==> src/rtl/ewb_pkg.sv <==
package ewb_pkg;

    localparam int WAYS  = 4;
    localparam int WAY_W = 2;

    typedef logic [WAY_W-1:0] way_t;
    typedef logic [WAYS-1:0][WAY_W-1:0] set_rank_t;

    typedef enum logic [1:0] {
        SRC_NONE,
        SRC_CASTOUT,
        SRC_TRIGGER,
        SRC_RETRY
    } push_src_e;

    function automatic way_t rank_find(set_rank_t r, way_t k);
        way_t f;
        f = '0;
        for (int w = 0; w < WAYS; w++) begin
            if (r[w] == k) f = way_t'(w);
        end
        return f;
    endfunction

endpackage

==> src/rtl/ewb_lru_bank.sv <==
module ewb_lru_bank
    import ewb_pkg::*;
#(
    parameter int SETS = 4
) (
    input  logic                    clk,
    input  logic                    rst,
    input  logic                    touch,
    input  logic [$clog2(SETS)-1:0] touch_set,
    input  way_t                    touch_way,
    output set_rank_t [SETS-1:0]    rank_o
);

    localparam int SET_W = $clog2(SETS);

    set_rank_t [SETS-1:0] rank_q;
    set_rank_t            upd;

    always_comb begin
        upd = rank_q[touch_set];
        for (int w = 0; w < WAYS; w++) begin
            if (way_t'(w) == touch_way)
                upd[w] = '0;
            else if (rank_q[touch_set][w] < rank_q[touch_set][touch_way])
                upd[w] = rank_q[touch_set][w] + 1'b1;
        end
    end

    always_ff @(posedge clk) begin
        if (rst) begin
            for (int s = 0; s < SETS; s++)
                for (int w = 0; w < WAYS; w++)
                    rank_q[s][w] <= way_t'(w);
        end else if (touch) begin
            rank_q[touch_set] <= upd;
        end
    end

    assign rank_o = rank_q;

    for (genvar s = 0; s < SETS; s++) begin : g_chk
        logic [WAYS-1:0] is_lru, is_mru;
        always_comb begin
            for (int w = 0; w < WAYS; w++) begin
                is_lru[w] = (rank_q[s][w] == way_t'(WAYS - 1));
                is_mru[w] = (rank_q[s][w] == '0);
            end
        end
        AST_LRU_UNIQUE: assert property (@(posedge clk) disable iff (rst)
            $onehot(is_lru) && $onehot(is_mru));
    end

    logic unused_w;
    assign unused_w = ^SET_W;

endmodule

==> src/rtl/ewb_set_queue.sv <==
module ewb_set_queue #(
    parameter int DEPTH = 4,
    parameter int ID_W  = 2
) (
    input  logic            clk,
    input  logic            rst,
    input  logic            push,
    input  logic [ID_W-1:0] push_id,
    input  logic            pop,
    input  logic [ID_W-1:0] query_id,
    output logic            query_hit,
    output logic [ID_W-1:0] head_o,
    output logic            empty_o,
    output logic            full_o
);

    localparam int CNT_W = $clog2(DEPTH + 1);

    logic [ID_W-1:0] ent_q [DEPTH];
    logic [ID_W-1:0] ent_d [DEPTH];
    logic [CNT_W-1:0] cnt_q, cnt_d;

    always_comb begin
        ent_d = ent_q;
        cnt_d = cnt_q;
        if (pop && cnt_q != '0) begin
            for (int i = 0; i < DEPTH - 1; i++) ent_d[i] = ent_q[i + 1];
            cnt_d = cnt_q - 1'b1;
        end
        if (push && cnt_d < CNT_W'(DEPTH)) begin
            for (int i = 0; i < DEPTH; i++)
                if (CNT_W'(i) == cnt_d) ent_d[i] = push_id;
            cnt_d = cnt_d + 1'b1;
        end
    end

    always_ff @(posedge clk) begin
        if (rst) begin
            cnt_q <= '0;
            for (int i = 0; i < DEPTH; i++) ent_q[i] <= '0;
        end else begin
            cnt_q <= cnt_d;
            ent_q <= ent_d;
        end
    end

    always_comb begin
        query_hit = 1'b0;
        for (int i = 0; i < DEPTH; i++)
            if (CNT_W'(i) < cnt_q && ent_q[i] == query_id) query_hit = 1'b1;
    end

    assign head_o  = ent_q[0];
    assign empty_o = (cnt_q == '0);
    assign full_o  = (cnt_q == CNT_W'(DEPTH));

    logic dup;
    always_comb begin
        dup = 1'b0;
        for (int i = 0; i < DEPTH; i++)
            for (int j = i + 1; j < DEPTH; j++)
                if (CNT_W'(j) < cnt_q && ent_q[i] == ent_q[j]) dup = 1'b1;
    end

    AST_Q_NO_OVERFLOW: assert property (@(posedge clk) disable iff (rst)
        cnt_q <= CNT_W'(DEPTH));
    AST_Q_NO_DUP: assert property (@(posedge clk) disable iff (rst)
        !dup);
    AST_Q_POP_NONEMPTY: assert property (@(posedge clk) disable iff (rst)
        pop |-> !empty_o);

endmodule

==> src/rtl/eager_wb_ctrl.sv <==
module eager_wb_ctrl
    import ewb_pkg::*;
#(
    parameter int ADDR_W   = 12,
    parameter int OFFSET_W = 4,
    parameter int SETS     = 4,
    parameter int EQ_DEPTH = 4
) (
    input  logic                       clk,
    input  logic                       rst,
    input  logic                       acc_valid,
    input  logic [ADDR_W-1:0]          acc_addr,
    input  logic                       acc_write,
    input  logic                       acc_eager_page,
    output logic                       acc_hit,
    output logic                       acc_miss,
    output logic                       nl_req,
    output logic [ADDR_W-OFFSET_W-1:0] nl_addr,
    input  logic                       wbb_full,
    input  logic                       wbb_free,
    output logic                       wbb_push,
    output logic [ADDR_W-OFFSET_W-1:0] wbb_addr,
    output logic                       wbb_eager
);

    localparam int SET_W = $clog2(SETS);
    localparam int TAG_W = ADDR_W - OFFSET_W - SET_W;
    localparam int BLK_W = ADDR_W - OFFSET_W;
    localparam way_t LRU_RANK = way_t'(WAYS - 1);
    localparam way_t SEC_RANK = way_t'(WAYS - 2);

    logic [TAG_W-1:0]            tag_q [SETS][WAYS];
    logic [SETS-1:0][WAYS-1:0]   valid_q, dirty_q;

    logic [SET_W-1:0] a_set;
    logic [TAG_W-1:0] a_tag;
    assign a_set = acc_addr[OFFSET_W +: SET_W];
    assign a_tag = acc_addr[ADDR_W-1 -: TAG_W];

    // recency
    set_rank_t [SETS-1:0] rank_w;
    way_t lru_a, sec_a, hit_way, acc_way;
    logic [WAYS-1:0] hit_vec;
    logic hit_any;

    always_comb begin
        hit_way = '0;
        for (int w = 0; w < WAYS; w++) begin
            hit_vec[w] = valid_q[a_set][w] && (tag_q[a_set][w] == a_tag);
            if (hit_vec[w]) hit_way = way_t'(w);
        end
    end

    assign hit_any = |hit_vec;
    assign lru_a   = rank_find(rank_w[a_set], LRU_RANK);
    assign sec_a   = rank_find(rank_w[a_set], SEC_RANK);
    assign acc_way = hit_any ? hit_way : lru_a;

    ewb_lru_bank #(.SETS(SETS)) u_lru (
        .clk       (clk),
        .rst       (rst),
        .touch     (acc_valid),
        .touch_set (a_set),
        .touch_way (acc_way),
        .rank_o    (rank_w)
    );

    // writeback sources
    logic castout, trig, trig_push, trig_enq;
    assign castout   = acc_valid && !hit_any && valid_q[a_set][lru_a] && dirty_q[a_set][lru_a];
    assign trig      = acc_valid && acc_eager_page && (acc_way == lru_a)
                       && valid_q[a_set][sec_a] && dirty_q[a_set][sec_a];
    assign trig_push = trig && !castout && !wbb_full;

    // pending-set queue and retry
    logic             q_hit, q_empty, q_full, q_pop;
    logic [SET_W-1:0] q_head;
    logic             pend_q;
    logic             retry_go, retry_push;
    way_t             r_way;

    assign trig_enq = trig && !trig_push && !q_full && !q_hit;

    ewb_set_queue #(.DEPTH(EQ_DEPTH), .ID_W(SET_W)) u_queue (
        .clk       (clk),
        .rst       (rst),
        .push      (trig_enq),
        .push_id   (a_set),
        .pop       (q_pop),
        .query_id  (a_set),
        .query_hit (q_hit),
        .head_o    (q_head),
        .empty_o   (q_empty),
        .full_o    (q_full)
    );

    assign r_way      = rank_find(rank_w[q_head], LRU_RANK);
    assign retry_go   = pend_q && !q_empty && !castout && !trig && !wbb_full
                        && !(acc_valid && a_set == q_head);
    assign retry_push = retry_go && valid_q[q_head][r_way] && dirty_q[q_head][r_way];
    assign q_pop      = retry_go;

    always_ff @(posedge clk) begin
        if (rst) pend_q <= 1'b0;
        else     pend_q <= wbb_free || (pend_q && !retry_push && !q_empty);
    end

    // push port arbitration: castout, then trigger, then retry
    push_src_e        src;
    logic [BLK_W-1:0] push_addr;

    always_comb begin
        src       = SRC_NONE;
        push_addr = '0;
        if (castout) begin
            src       = SRC_CASTOUT;
            push_addr = {tag_q[a_set][lru_a], a_set};
        end else if (trig_push) begin
            src       = SRC_TRIGGER;
            push_addr = {tag_q[a_set][sec_a], a_set};
        end else if (retry_push) begin
            src       = SRC_RETRY;
            push_addr = {tag_q[q_head][r_way], q_head};
        end
    end

    // line state
    always_ff @(posedge clk) begin
        if (rst) begin
            valid_q <= '0;
            dirty_q <= '0;
            for (int s = 0; s < SETS; s++)
                for (int w = 0; w < WAYS; w++)
                    tag_q[s][w] <= '0;
        end else begin
            if (retry_push) dirty_q[q_head][r_way] <= 1'b0;
            if (trig_push)  dirty_q[a_set][sec_a]  <= 1'b0;
            if (acc_valid) begin
                if (hit_any) begin
                    dirty_q[a_set][hit_way] <= dirty_q[a_set][hit_way] | acc_write;
                end else begin
                    tag_q[a_set][lru_a]   <= a_tag;
                    valid_q[a_set][lru_a] <= 1'b1;
                    dirty_q[a_set][lru_a] <= acc_write;
                end
            end
        end
    end

    // registered outputs
    always_ff @(posedge clk) begin
        if (rst) begin
            acc_hit   <= 1'b0;
            acc_miss  <= 1'b0;
            nl_req    <= 1'b0;
            nl_addr   <= '0;
            wbb_push  <= 1'b0;
            wbb_addr  <= '0;
            wbb_eager <= 1'b0;
        end else begin
            acc_hit   <= acc_valid && hit_any;
            acc_miss  <= acc_valid && !hit_any;
            nl_req    <= acc_valid && !hit_any;
            nl_addr   <= {a_tag, a_set};
            wbb_push  <= (src != SRC_NONE);
            wbb_addr  <= push_addr;
            wbb_eager <= (src == SRC_TRIGGER) || (src == SRC_RETRY);
        end
    end

    AST_HIT_MISS_EXCL: assert property (@(posedge clk) disable iff (rst)
        !(acc_hit && acc_miss));
    AST_MISS_REQ: assert property (@(posedge clk) disable iff (rst)
        (acc_valid && !hit_any) |=> (nl_req && acc_miss));
    AST_CASTOUT_FIRST: assert property (@(posedge clk) disable iff (rst)
        castout |=> (wbb_push && !wbb_eager));
    AST_EAGER_ROOM: assert property (@(posedge clk) disable iff (rst)
        trig_push |=> (wbb_push && wbb_eager));
    AST_PLAIN_PAGE: assert property (@(posedge clk) disable iff (rst)
        (acc_valid && !acc_eager_page && !retry_push) |=> !(wbb_push && wbb_eager));

endmodule

==> config.mk <==
export PLATFORM = sky130hd
export DESIGN_NAME = eager_wb_ctrl
export DESIGN_NICKNAME = d
export VERILOG_FILES = /design/src/rtl/ewb_pkg.sv /design/src/rtl/ewb_lru_bank.sv /design/src/rtl/ewb_set_queue.sv /design/src/rtl/eager_wb_ctrl.sv
export SDC_FILE = /design/constraint.sdc
export NUM_CORES = 1
export LEC_CHECK = 0
export BUFFER_PORTS_ARGS = -buffer_cell sky130_fd_sc_hd__buf_4
export CORE_MARGIN = 3
export CORE_UTILIZATION = 55
export CTS_CLUSTER_DIAMETER = 40
export DETAILED_ROUTE_END_ITERATION = 10
export PLACE_DENSITY_LB_ADDON = 0.2
export RECOVER_POWER = 25
export SYNTH_ARGS = -nofsm -noshare
export SYNTH_HDL_FRONTEND = slang
export SYNTH_SLANG_ARGS = --single-unit
==> constraint.sdc <==
create_clock -name clk -period 10.8 [get_ports clk]
set_input_delay 1.62 -clock clk [delete_from_list [all_inputs] [get_ports clk]]
set_output_delay 1.62 -clock clk [all_outputs]
set_load 0.01 [all_outputs]
* Yosys cells after proc, flatten, opt, wreduce, memory -nomap -nowiden
Memory sizes are Yosys's and may differ from the RTL's. A register that Yosys moved wholly into a read port is not among the register bits. Cells that the tools add are included.
Operators by class: add/subtract/negate cells 6, $lt $le $gt $ge 26, equality and inequality tests 28, mux-type cells 115, bitwise logic cells 10, reductions and logical operators 61
Operators by type and width (number):
- 2-to-1 mux 16 bit | 6
- 2-to-1 mux 24 bit | 3
- 2-to-1 mux 8 bit | 7
- 2-to-1 mux 2 bit | 27
- 2-to-1 mux 6 bit | 8
- logical AND 1 bit | 40
- binary-select mux 6 bit (select 2 bit) | 3
- AND 16 bit | 2
- binary-select mux 4 bit (select 2 bit) | 4
- binary-select mux 8 bit (select 2 bit) | 2
- bitwise mux 16 bit | 2
- bitwise mux 32 bit | 1
- demux 4 bit (select 2 bit) | 4
- 2-to-1 mux 4 bit | 8
- inverter 16 bit | 2
- equality test 6 bit | 4
- 2-to-1 mux 1 bit | 24
- OR reduction 24 bit | 1
- equality test 2 bit (second input constant) | 11
- < comparator 2 x 3 -> 1 bit (second input constant) | 7
- demux 8 bit (select 2 bit) | 1
- OR 16 bit | 1
- binary-select mux 1 bit (select 2 bit) | 7
- demux 6 bit (select 2 bit) | 1
- 30 further kinds | 70
Storage, ports and cells: bits in registers 96, memory bits (writable) 96, input bits 19, output and inout port bits 21, logic and storage cells 283, memories 1
Memory list:
- tag_q | words 4, width 24, rd ports 2, clocked after Yosys merged registers in 1, write ports 4, line eager_wb_ctrl.sv:32 | logic [TAG_W-1:0] tag_q [SETS][WAYS];

* Logic depth before layout (Yosys ltp)
Gate-level depths: netlist of run 1.
word-level depth 25, depth in mapped cells 24, mapped depth without buffers 20

* By module
Synthesis of run 1 repeated with hierarchy kept, for this count alone.
Second synthesis, totals: cells, all modules 1131, area, all modules 11508.5 µm²
Modules (own cells, without submodules):
- eager_wb_ctrl | instances 1, cells an instance 821, area each 8675.8 µm², sequential area each 3943.8 µm²
- ewb_lru_bank | instances 1, cells an instance 207, area each 1938.1 µm², sequential area each 640.6 µm²
- ewb_set_queue | instances 1, cells an instance 103, area each 894.6 µm², sequential area each 220.2 µm²

* Worst setup path after synthesis of run 1
OpenSTA, ideal clock, no wires.
path kind in2reg, from in acc_addr[4], to reg u_queue.cnt_q[2], setup time 0.086 ns, arrival 5.835 ns, required time 10.714 ns, slack 4.879 ns, stages 19, path buffers 4, cell sequence buf_6 -> buf_6 -> buf_2 -> clkbuf_1 -> mux4_2 -> ha_1 -> nor3b_1 -> a221oi_1 -> nand4_1 -> a31oi_4 -> o21ai_2 -> o2111ai_4 -> xnor2_2 -> inv_1 -> ha_1 -> ha_1 -> nor2b_1 -> nor3_1 -> a211oi_1
Between the ends: longest elaborated chain between the ends 20, elaborated cells on any way between the ends 82, classes of those cells add/sub (1); order compare (1); eq/ne (16); mux (30); reduce/logical (33); memory (1)
Ends and longest elaborated chain:
- from (decl) | line eager_wb_ctrl.sv:12 | input logic [ADDR_W-1:0] acc_addr,
- memory read (4 x 24 bit) (tied with other cells)
- equality test 6 bit (tied with other cells) | line eager_wb_ctrl.sv:49 | hit_vec[w] = valid_q[a_set][w] && (tag_q[a_set][w] == a_tag);
- logical AND 1 bit / equality test 2 bit (equally long branches) | line eager_wb_ctrl.sv:49, ewb_pkg.sv:20
- 2-to-1 mux 1 bit, on equally long branches | line eager_wb_ctrl.sv:50, ewb_pkg.sv:20
- 2-to-1 mux 2 bit, on equally long branches (2 in a row) | line eager_wb_ctrl.sv:50, ewb_pkg.sv:20
- 2-to-1 mux 2 bit / binary-select mux 1 bit (select 2 bit) (equally long branches) | line eager_wb_ctrl.sv:57, eager_wb_ctrl.sv:70
- equality test 2 bit / 2-to-1 mux 1 bit (equally long branches) | line eager_wb_ctrl.sv:71, eager_wb_ctrl.sv:70
- logical AND 1 bit, on equally long branches | line eager_wb_ctrl.sv:71, eager_wb_ctrl.sv:70
- (+2 left out)
- zero test 1 bit / logical AND 1 bit (equally long branches) | line eager_wb_ctrl.sv:98 | assign retry_go = pend_q && !q_empty && !castout && !trig && !wbb_full
- logical AND 1 bit (2 in a row) | line eager_wb_ctrl.sv:98
- logical AND 1 bit | line eager_wb_ctrl.sv:99 | && !(acc_valid && a_set == q_head);
- logical AND 1 bit | line ewb_set_queue.sv:26 | if (pop && cnt_q != '0) begin
- 2-to-1 mux 3 bit | line ewb_set_queue.sv:26
- < comparator 3 bit | line ewb_set_queue.sv:30 | if (push && cnt_d < CNT_W'(DEPTH)) begin
- logical AND 1 bit | line ewb_set_queue.sv:30
- 2-to-1 mux 3 bit * | line ewb_set_queue.sv:30
- to (signal assigned) | line ewb_set_queue.sv:42 | cnt_q <= cnt_d;
- to (decl) | line ewb_set_queue.sv:21 | logic [CNT_W-1:0] cnt_q, cnt_d;
Every way passes the cells marked *; elsewhere a longest branch is shown, timed or not. The select of a mux whose other input is x is not followed. A chain may end at the register's enable or synchronous reset.

* Worst setup path after layout of run 1
from in acc_addr[5], to reg u_lru.rank_q, in the netlist u_lru.rank_o[11]
Between the ends: longest elaborated chain between the ends 13, elaborated cells on any way between the ends 37, classes of those cells add/sub (1); order compare (3); eq/ne (8); mux (18); reduce/logical (6); memory (1)
Ends and longest elaborated chain:
- memory read (4 x 24 bit) (tied with other cells)
- equality test 6 bit (tied with other cells) | line eager_wb_ctrl.sv:49
- logical AND 1 bit / equality test 2 bit (equally long branches) | line eager_wb_ctrl.sv:49, ewb_pkg.sv:20
- 2-to-1 mux 1 bit, on equally long branches | line eager_wb_ctrl.sv:50, ewb_pkg.sv:20
- 2-to-1 mux 2 bit, on equally long branches (2 in a row) | line eager_wb_ctrl.sv:50, ewb_pkg.sv:20
- 2-to-1 mux 2 bit | line eager_wb_ctrl.sv:57 | assign acc_way = hit_any ? hit_way : lru_a;
- binary-select mux 2 bit (select 2 bit) | line ewb_lru_bank.sv:24 | else if (rank_q[touch_set][w] < rank_q[touch_set][touch_way])
- 2-to-1 mux 2 bit (implied by the code) | line ewb_lru_bank.sv:24
- < comparator 2 bit | line ewb_lru_bank.sv:24
- 2-to-1 mux 2 bit | line ewb_lru_bank.sv:24
- 2-to-1 mux 2 bit | line ewb_lru_bank.sv:22 | if (way_t'(w) == touch_way)
- bitwise mux 32 bit * | line ewb_lru_bank.sv:35 | rank_q[touch_set] <= upd;
- to (signal, indexed assignment) | line ewb_lru_bank.sv:33 | rank_q[s][w] <= way_t'(w);
- to (signal, indexed assignment) | line ewb_lru_bank.sv:35
- to (decl) | line ewb_lru_bank.sv:16 | set_rank_t [SETS-1:0] rank_q;
Marked as above.

==> out/qor.yml, run 1 <==
run_status:
  outcome: "finished with violations"
  violations: "capacitance limit, slew limit"
floorplan:
  dieArea_um2: 21600
  core_um2: 19100
  rows: 50
  pin_count: 40
  die_x_um: 147
  start_util_pct: 57.2
  die_y_um: 147
drt:
  drc: 0
  drt-vias-per-instance: 6.50
  dr.pass1.iters: 7
  wl_met1_mm: 12.3
  ant_nets: 0
  met2WireLength_mm: 13.9
  routed_wl_mm: 29.6
  wl_met3_mm: 2.77
  vias: 8634
  top_layer_used: "met4"
  wire_per_inst_um: 22.3
  drt_iter0_markers: 1136
place:
  gp_congestion: 0.978
  dp_hpwl_mm: 20.8
  port_buffers: 35
synth:
  synth_top_area_share_pct: 26.4
  synth_ff_type: "edfxtp_1"
  async_flop_share_pct: 0
  synth.largest_area_cell: "edfxtp_1"
  yosys_warnings: 0
  ys_ff_latch: 192
  synth_nets: 1105
  synth_area_um2: 10900
  synth_cell_types: 83
  synth_edf_count: 96
  synth.avg_cell_area_um2: 10.2
  synth.top_cells.by_area: "edfxtp_1 26%, dfxtp_1 18%, mux4_2 14%, nor2_1 5.6%, a21oi_1 3.9%"
  yosysSeqAreaShare_pct: 44.0
  synthCells: 1067
layout:
  areaGrowthSynthToFinish_pct: 7.29
  fillers: 1608
  drive_above_1_share_pct: 14.3
  layout_common_cells: "164 x nor2_1, 109 x nand2_1, 96 x edfxtp_1"
  final_common_cell: "nor2_1"
  nets: 1094
  diodes: 0
pwr:
  ir_worst_vdd_v: 0.0000927
  total_power_mw: 1.74
  p_leak_nw: 4.09
  power_density_nw_per_um2: 148
global_routing:
  antenna_found_initial: 0
  overflow: 0
  grt_max_degree: 68
  grt_pass1_vias: 8571
  grt_pass1_wl_mm: 47.7
  grt_use_total_pct: 28.0
worst_setup_path:
  r2r_start: "u_lru.rank_o[22]"
  cpPeakStageDelay_ps: 2250
  arrival_ps: 8370
  startpoint: "acc_addr[5]"
  required_ps: 11110
  crit_fanout: 51
  cp-end-kind: "flip-flop"
  cpMaxStageDelayCell: "clkbuf_1"
  start_kind: "input port"
  path_cells: "buf_4 > clkbuf_1 > mux4_2 > xnor2_1 > nand2_1 > nor3_2 > nor2_1 > a31oi_1 > o22ai_1 > nor2_1 > o21ai_0 > ha_1 > or2_2 > a21oi_1 > nor3_1 > mux2i_1 > o21ai_1"
  path_class: "in -> reg"
  crit_top_cell: "nor2_1"
clock_tree:
  clock_path_buffers: 2
  cts-hold-fix-buffers: 0
  post_cts.repair.setup_buffers: 0
  cts_buffers: 17
  cts_tree: "yes"
  cts.sinks: 192
  clk_latency_ps: 440
  htreeDepth: 4
  cts.clk_slew.worst_paths_ps: 80
  ctsResizeCount: 0
  cts_root_buf: "clkbuf_16"
timing:
  layout_min_cycle_time_ps: 8060
  setup-violations-final: 0
  final_max_slew_viol_count: 193
  relSlewSlack_pct: -119
  tns_ps: 0
  fin_crit_sh_pct: 74.6
  whs_ps: 470
  max_freq_mhz: 124
  worstMarginPinSlew_ps: 3280
  rsz0062_at_grt: "false"
  skew_ps: 15.9
  hold_viol_final: 0
worst_hold_path:
  hp-start: "valid_q[9]"
  hold_class: "reg -> reg"
flow_run:
  maxCapViolations: 4
layout make-up:
cell class | count | area, um2 | area share, %
sequential | 192 | 4810 | 41.0
inverter | 38 | 143 | 1.22
timing repair buffer | 45 | 244 | 2.08
tap | 260 | 325 | 2.78
clock inverter | 15 | 188 | 1.60
clock buffer | 17 | 425 | 3.63
multi-input combinational | 762 | 5580 | 47.6
through the flow:
stage / instances / area (um2) / utilization, % / setup WS, ps
after floorplan: 1067 / 10900 / - / 4880
after global placement: 1297 / 11200 / 58.7 / 4050
after detailed placement: 1297 / 11200 / 58.7 / 4020
after CTS: 1329 / 11800 / 61.9 / 4370
after global routing: 1329 / 11700 / 61.4 / 2150
final: 1329 / 11700 / 61.4 / 2740
registers in the layout, summed over array words and instances (netlist names):
register        cells
wbb_push            1
acc_hit             1
u_queue.ent_q       6
wbb_addr            8
pend_q              1
dirty_q            16
valid_q            16
wbb_eager           1
u_queue.cnt_q       3
u_lru.rank_o       32
nl_req              1
u_queue.head_o      2
nl_addr             8
tag_q              96
synthesized netlist by cell type (all sizes together), types with 6 or more instances:
library cell / instances
nor2: 167
nand2: 110
dfxtp: 96
edfxtp: 96
a21oi: 86
mux4: 66
o21ai: 50
clkbuf: 45
inv: 37
nand3: 31
buf: 30
xnor2: 29
ha: 19
a22oi: 18
o22ai: 15
mux2i: 14
nand2b: 13
nor3: 13
a31oi: 9
o211ai: 9
mux2: 8
nand4: 8
nor2b: 7
and2: 6
path summary, 6_finish.rpt:
kind                                    endpoint  slack, ps  depth (start not counted)
worst min register to register        valid_q[9]        470                          2
worst min-delay path                  valid_q[9]        470                          2
worst max-delay path            u_lru.rank_o[11]       2740                         17
worst max register to register  u_lru.rank_o[11]       5840                         14
report_power, final:
group	switching, mW	internal (mW)
combinational	0.176	0.103
clock	0.331	0.316
sequential	0.0171	0.793
total	0.524	1.21
critical path: cells and delay by family:
| family | cells | cell delay, ps |
|---|---|---|
| multiplexers | 2 | 1170 |
| AO/OA/AOI/OAI | 5 | 1050 |
| AND/OR/NAND/NOR | 6 | 1490 |
| buffers and inverters | 2 | 2450 |
| adder cells (fa/ha/maj) | 1 | 360 |
| XOR/XNOR | 1 | 180 |
per-layer routing:
metal	vias up	global-route usage (%)
met3	64	5.71
met1	4203	39.1
met5	-	0
li1	3912	-
met4	0	8.42
met2	455	44.5
cell families after synthesis:
group           after synthesis  synth area share, %
simple gates                375                 15.4
compound gates              246                 14.9
flops                       192                 44.0
buf+inv                     113                 4.73
mux                          88                 15.8
xor+xnor                     34                 2.93
fa+ha+maj                    19                 2.18
Note: power is estimated with default switching activity, not from simulation.
==> run 2, diff against run 1 <==
- clock period: 10.8 -> 6.65 ns (I/O delays scaled with it)
==> out/qor.yml, run 2 (synthesis gave the netlist of run 1 again) <==
worst_setup_path:
  cpMaxStageDelayCell: "nor4_1"  # was clkbuf_1
  path_cells: "buf_4 > buf_4 > mux4_2 > xnor2_1 > nand3_1 > nor2_1 > nor4_1 > nand2_1 > nor2_1 > nand2_1 > nand2_1"  # was buf_4 > clkbuf_1 > mux4_2 > xnor2_1 > nand2_1 > nor3_2 > nor2_1 > a31oi_1 > o22ai_1 > nor2_1 > o21ai_0 > ha_1 > or2_2 > a21oi_1 > nor3_1 > mux2i_1 > o21ai_1
  r2r_start: "u_lru.rank_o[6]"  # was u_lru.rank_o[22]
  startpoint: "acc_addr[4]"  # was acc_addr[5]
  cp_num_cells: 11  # was 17
  crit_family: "simple AND/OR/NAND/NOR gates"  # was buffers and inverters
  crit_top_cell: "nand2_1"  # was nor2_1
  rrSetupSlack_ps: 1820  # was 5840 ps
  critPathCapture: "tag_q[0][7]"  # was u_lru.rank_o[11]
  required_ps: 6770  # was 11110 ps
  cpPeakStageDelay_ps: 1110  # was 2250 ps
  crit_buf_inv: 2  # unchanged
  path_class: "in -> reg"  # unchanged
  start_kind: "input port"  # unchanged
  rr_worst_depth: 14  # unchanged
  arrival_ps: 5760  # was 8370 ps
  cp-end-kind: "flip-flop"  # unchanged
  r2r_end: "u_lru.rank_o[19]"  # was u_lru.rank_o[11]
  crit_fanout: 36  # was 51
clock_tree:
  clock_path_buffers: 2  # unchanged
  ctsResizeCount: 0  # unchanged
  cts-hold-fix-buffers: 0  # unchanged
  post_cts.repair.setup_buffers: 0  # unchanged
  cts.sinks: 192  # unchanged
  cts.clk_slew.worst_paths_ps: 80  # about the same
  htreeDepth: 4  # unchanged
  clk_latency_ps: 460  # was 440 ps
  cts_root_buf: "clkbuf_16"  # unchanged
  cts_buffers: 17  # unchanged
  cts_tree: "yes"  # unchanged
drt:
  wire_per_inst_um: 22.0  # was 22.3 um
  ant_nets: 0  # unchanged
  routed_wl_mm: 29.4  # was 29.6 mm
  drt-vias-per-instance: 6.40  # was 6.50
  dr.pass1.iters: 5  # was 7
  drc: 0  # unchanged
  drt_iter0_markers: 1176  # was 1136
  vias: 8536  # was 8634
timing:
  whs_ps: 471  # was 470 ps
  worst_slack_ps: 1010  # was 2740 ps
  max_freq_mhz: 177
  layout_min_cycle_time_ps: 5640
  tns_ps: 0  # unchanged
  setup-violations-final: 0  # unchanged
  final_max_slew_viol_count: 35  # was 193
  rsz0062_at_grt: "false"  # unchanged
  relSlewSlack_pct: -12.9  # was -119%
  hold_viol_final: 0  # unchanged
  fin_crit_sh_pct: 84.9
  worstMarginPinSlew_ps: 1690  # was 3280 ps
  skew_ps: 18.0  # was 15.9 ps
global_routing:
  grt_max_degree: 68  # unchanged
  grt_use_total_pct: 27.7  # was 28.0%
  overflow: 0  # unchanged
  grt_pass1_wl_mm: 46.8  # was 47.7 mm
  grt_pass1_vias: 8369  # was 8571
  antenna_found_initial: 0  # unchanged
place:
  pre_cts_ws_ps: 914  # was 4020 ps
  gp_congestion: 0.982  # was 0.978
  dp_hpwl_mm: 21.2  # was 20.8 mm
  port_buffers: 35  # unchanged
floorplan:
  pin_count: 40  # unchanged
  core_um2: 19100  # unchanged
  die_y_um: 147  # unchanged
  rows: 50  # unchanged
  die_x_um: 147  # unchanged
  start_util_pct: 57.2  # unchanged
  dieArea_um2: 21600  # unchanged
pwr:
  p_int_mw: 1.99  # was 1.21 mW
  ir_worst_vdd_v: 0.000178  # was 0.0000927 V
  combPwrFrac_pct: 15.7  # was 16.1%
  power.share.sequential_pct: 46.3  # was 46.7%
  p_leak_nw: 4.13  # was 4.09 nW
  pwr-share-clk_pct: 38.0  # was 37.3%
  p_sw_uw: 859  # was 524 uW
  swShare_pct: 30.1  # was 30.2%
  power_density_nw_per_um2: 242  # was 148 nW/um2
layout:
  final_common_cell: "nor2_1"  # unchanged
  fillers: 1612  # was 1608
  nets: 1098  # was 1094
  diodes: 0  # unchanged
  max_flop_register: "tag_q"  # unchanged
  areaGrowthSynthToFinish_pct: 7.73  # was 7.29%
  layout_common_cells: "165 x nor2_1, 109 x nand2_1, 96 x edfxtp_1"  # was 164 x nor2_1, 109 x nand2_1, 96 x edfxtp_1
  utilization_pct: 61.6  # was 61.4%
  largest_reg_flops: 96  # unchanged
  drive_above_1_share_pct: 14.8  # was 14.3%
flow_run:
  maxCapViolations: 1  # was 4
run_status:
  outcome: "finished with violations"  # unchanged
  violations: "capacitance limit, slew limit"  # unchanged
worst_hold_path:
  hold_class: "reg -> reg"  # unchanged
==> run 2: cell types whose count changed in the layout (fill, tap and decap cells not counted) <==
cell       change
clkinv_8       -2
clkinv_4       -1
nor2_4         -1
buf_4          +7
nor2_1         +1
inv_8          +2
inv_12         +1
clkbuf_1       -3
clkbuf_16      +1
inv_6          -1
==> run 2: cell type report <==
type / instances / area [um2] / share of cell area (%)
Tap cell: 260 / 325 / 2.77
Multi-Input combinational cell: 762 / 5570 / 47.4
Sequential cell: 192 / 4810 / 40.9
Timing Repair Buffer: 49 / 285 / 2.43
Inverter: 38 / 143 / 1.21
Clock buffer: 18 / 450 / 3.83
Clock inverter: 14 / 176 / 1.50
==> run 2: worst min path at each step <==
stage                     start          end  slack, ps  cells after the start
floorplan           valid_q[10]  valid_q[10]        440                      2
global placement     valid_q[2]   valid_q[2]        450                      2
detailed placement   valid_q[4]   valid_q[4]        460                      2
CTS                  valid_q[9]   valid_q[9]        470                      2
global route         valid_q[9]   valid_q[9]        500                      2
finish               valid_q[9]   valid_q[9]        470                      2
==> run 2: tightest hold or removal path, cell delays in order (launching register included) <==
cell     delay [ps]
dfxtp_1         330
inv_1            50
a21oi_1          50
==> run 2: power by group through the flow <==
| stage | logic, mW | clock network, mW | registers, mW |
|---|---|---|---|
| detailed placement | 0.442 | 0 | 1.35 |
| floorplan | 0.333 | 0 | 1.33 |
| finish | 0.447 | 1.08 | 1.32 |
| CTS | 0.444 | 1.09 | 1.32 |
| global route | 0.483 | 1.14 | 1.33 |
| global placement | 0.435 | 0 | 1.34 |
==> run 2: stage by stage <==
step	total power [mW]	instances	cell area [um2]
2_1_floorplan	1.67	1067	10900
3_3_place_gp	1.78	1301	11200
3_5_place_dp	1.79	1301	11200
4_1_cts	2.86	1333	11900
5_1_grt	2.95	1333	11800
6_report	2.85	1333	11800
==> run 2: layer usage <==
layer  vias to the layer above  global-route usage (%)  part of all wire [%]
met3                        59                    7.43                   9.4
li1                       3915                       -                     -
met5                         -                       0                     0
met4                         0                    8.75                   2.4
met2                       392                    43.4                    46
met1                      4170                    38.0                    42
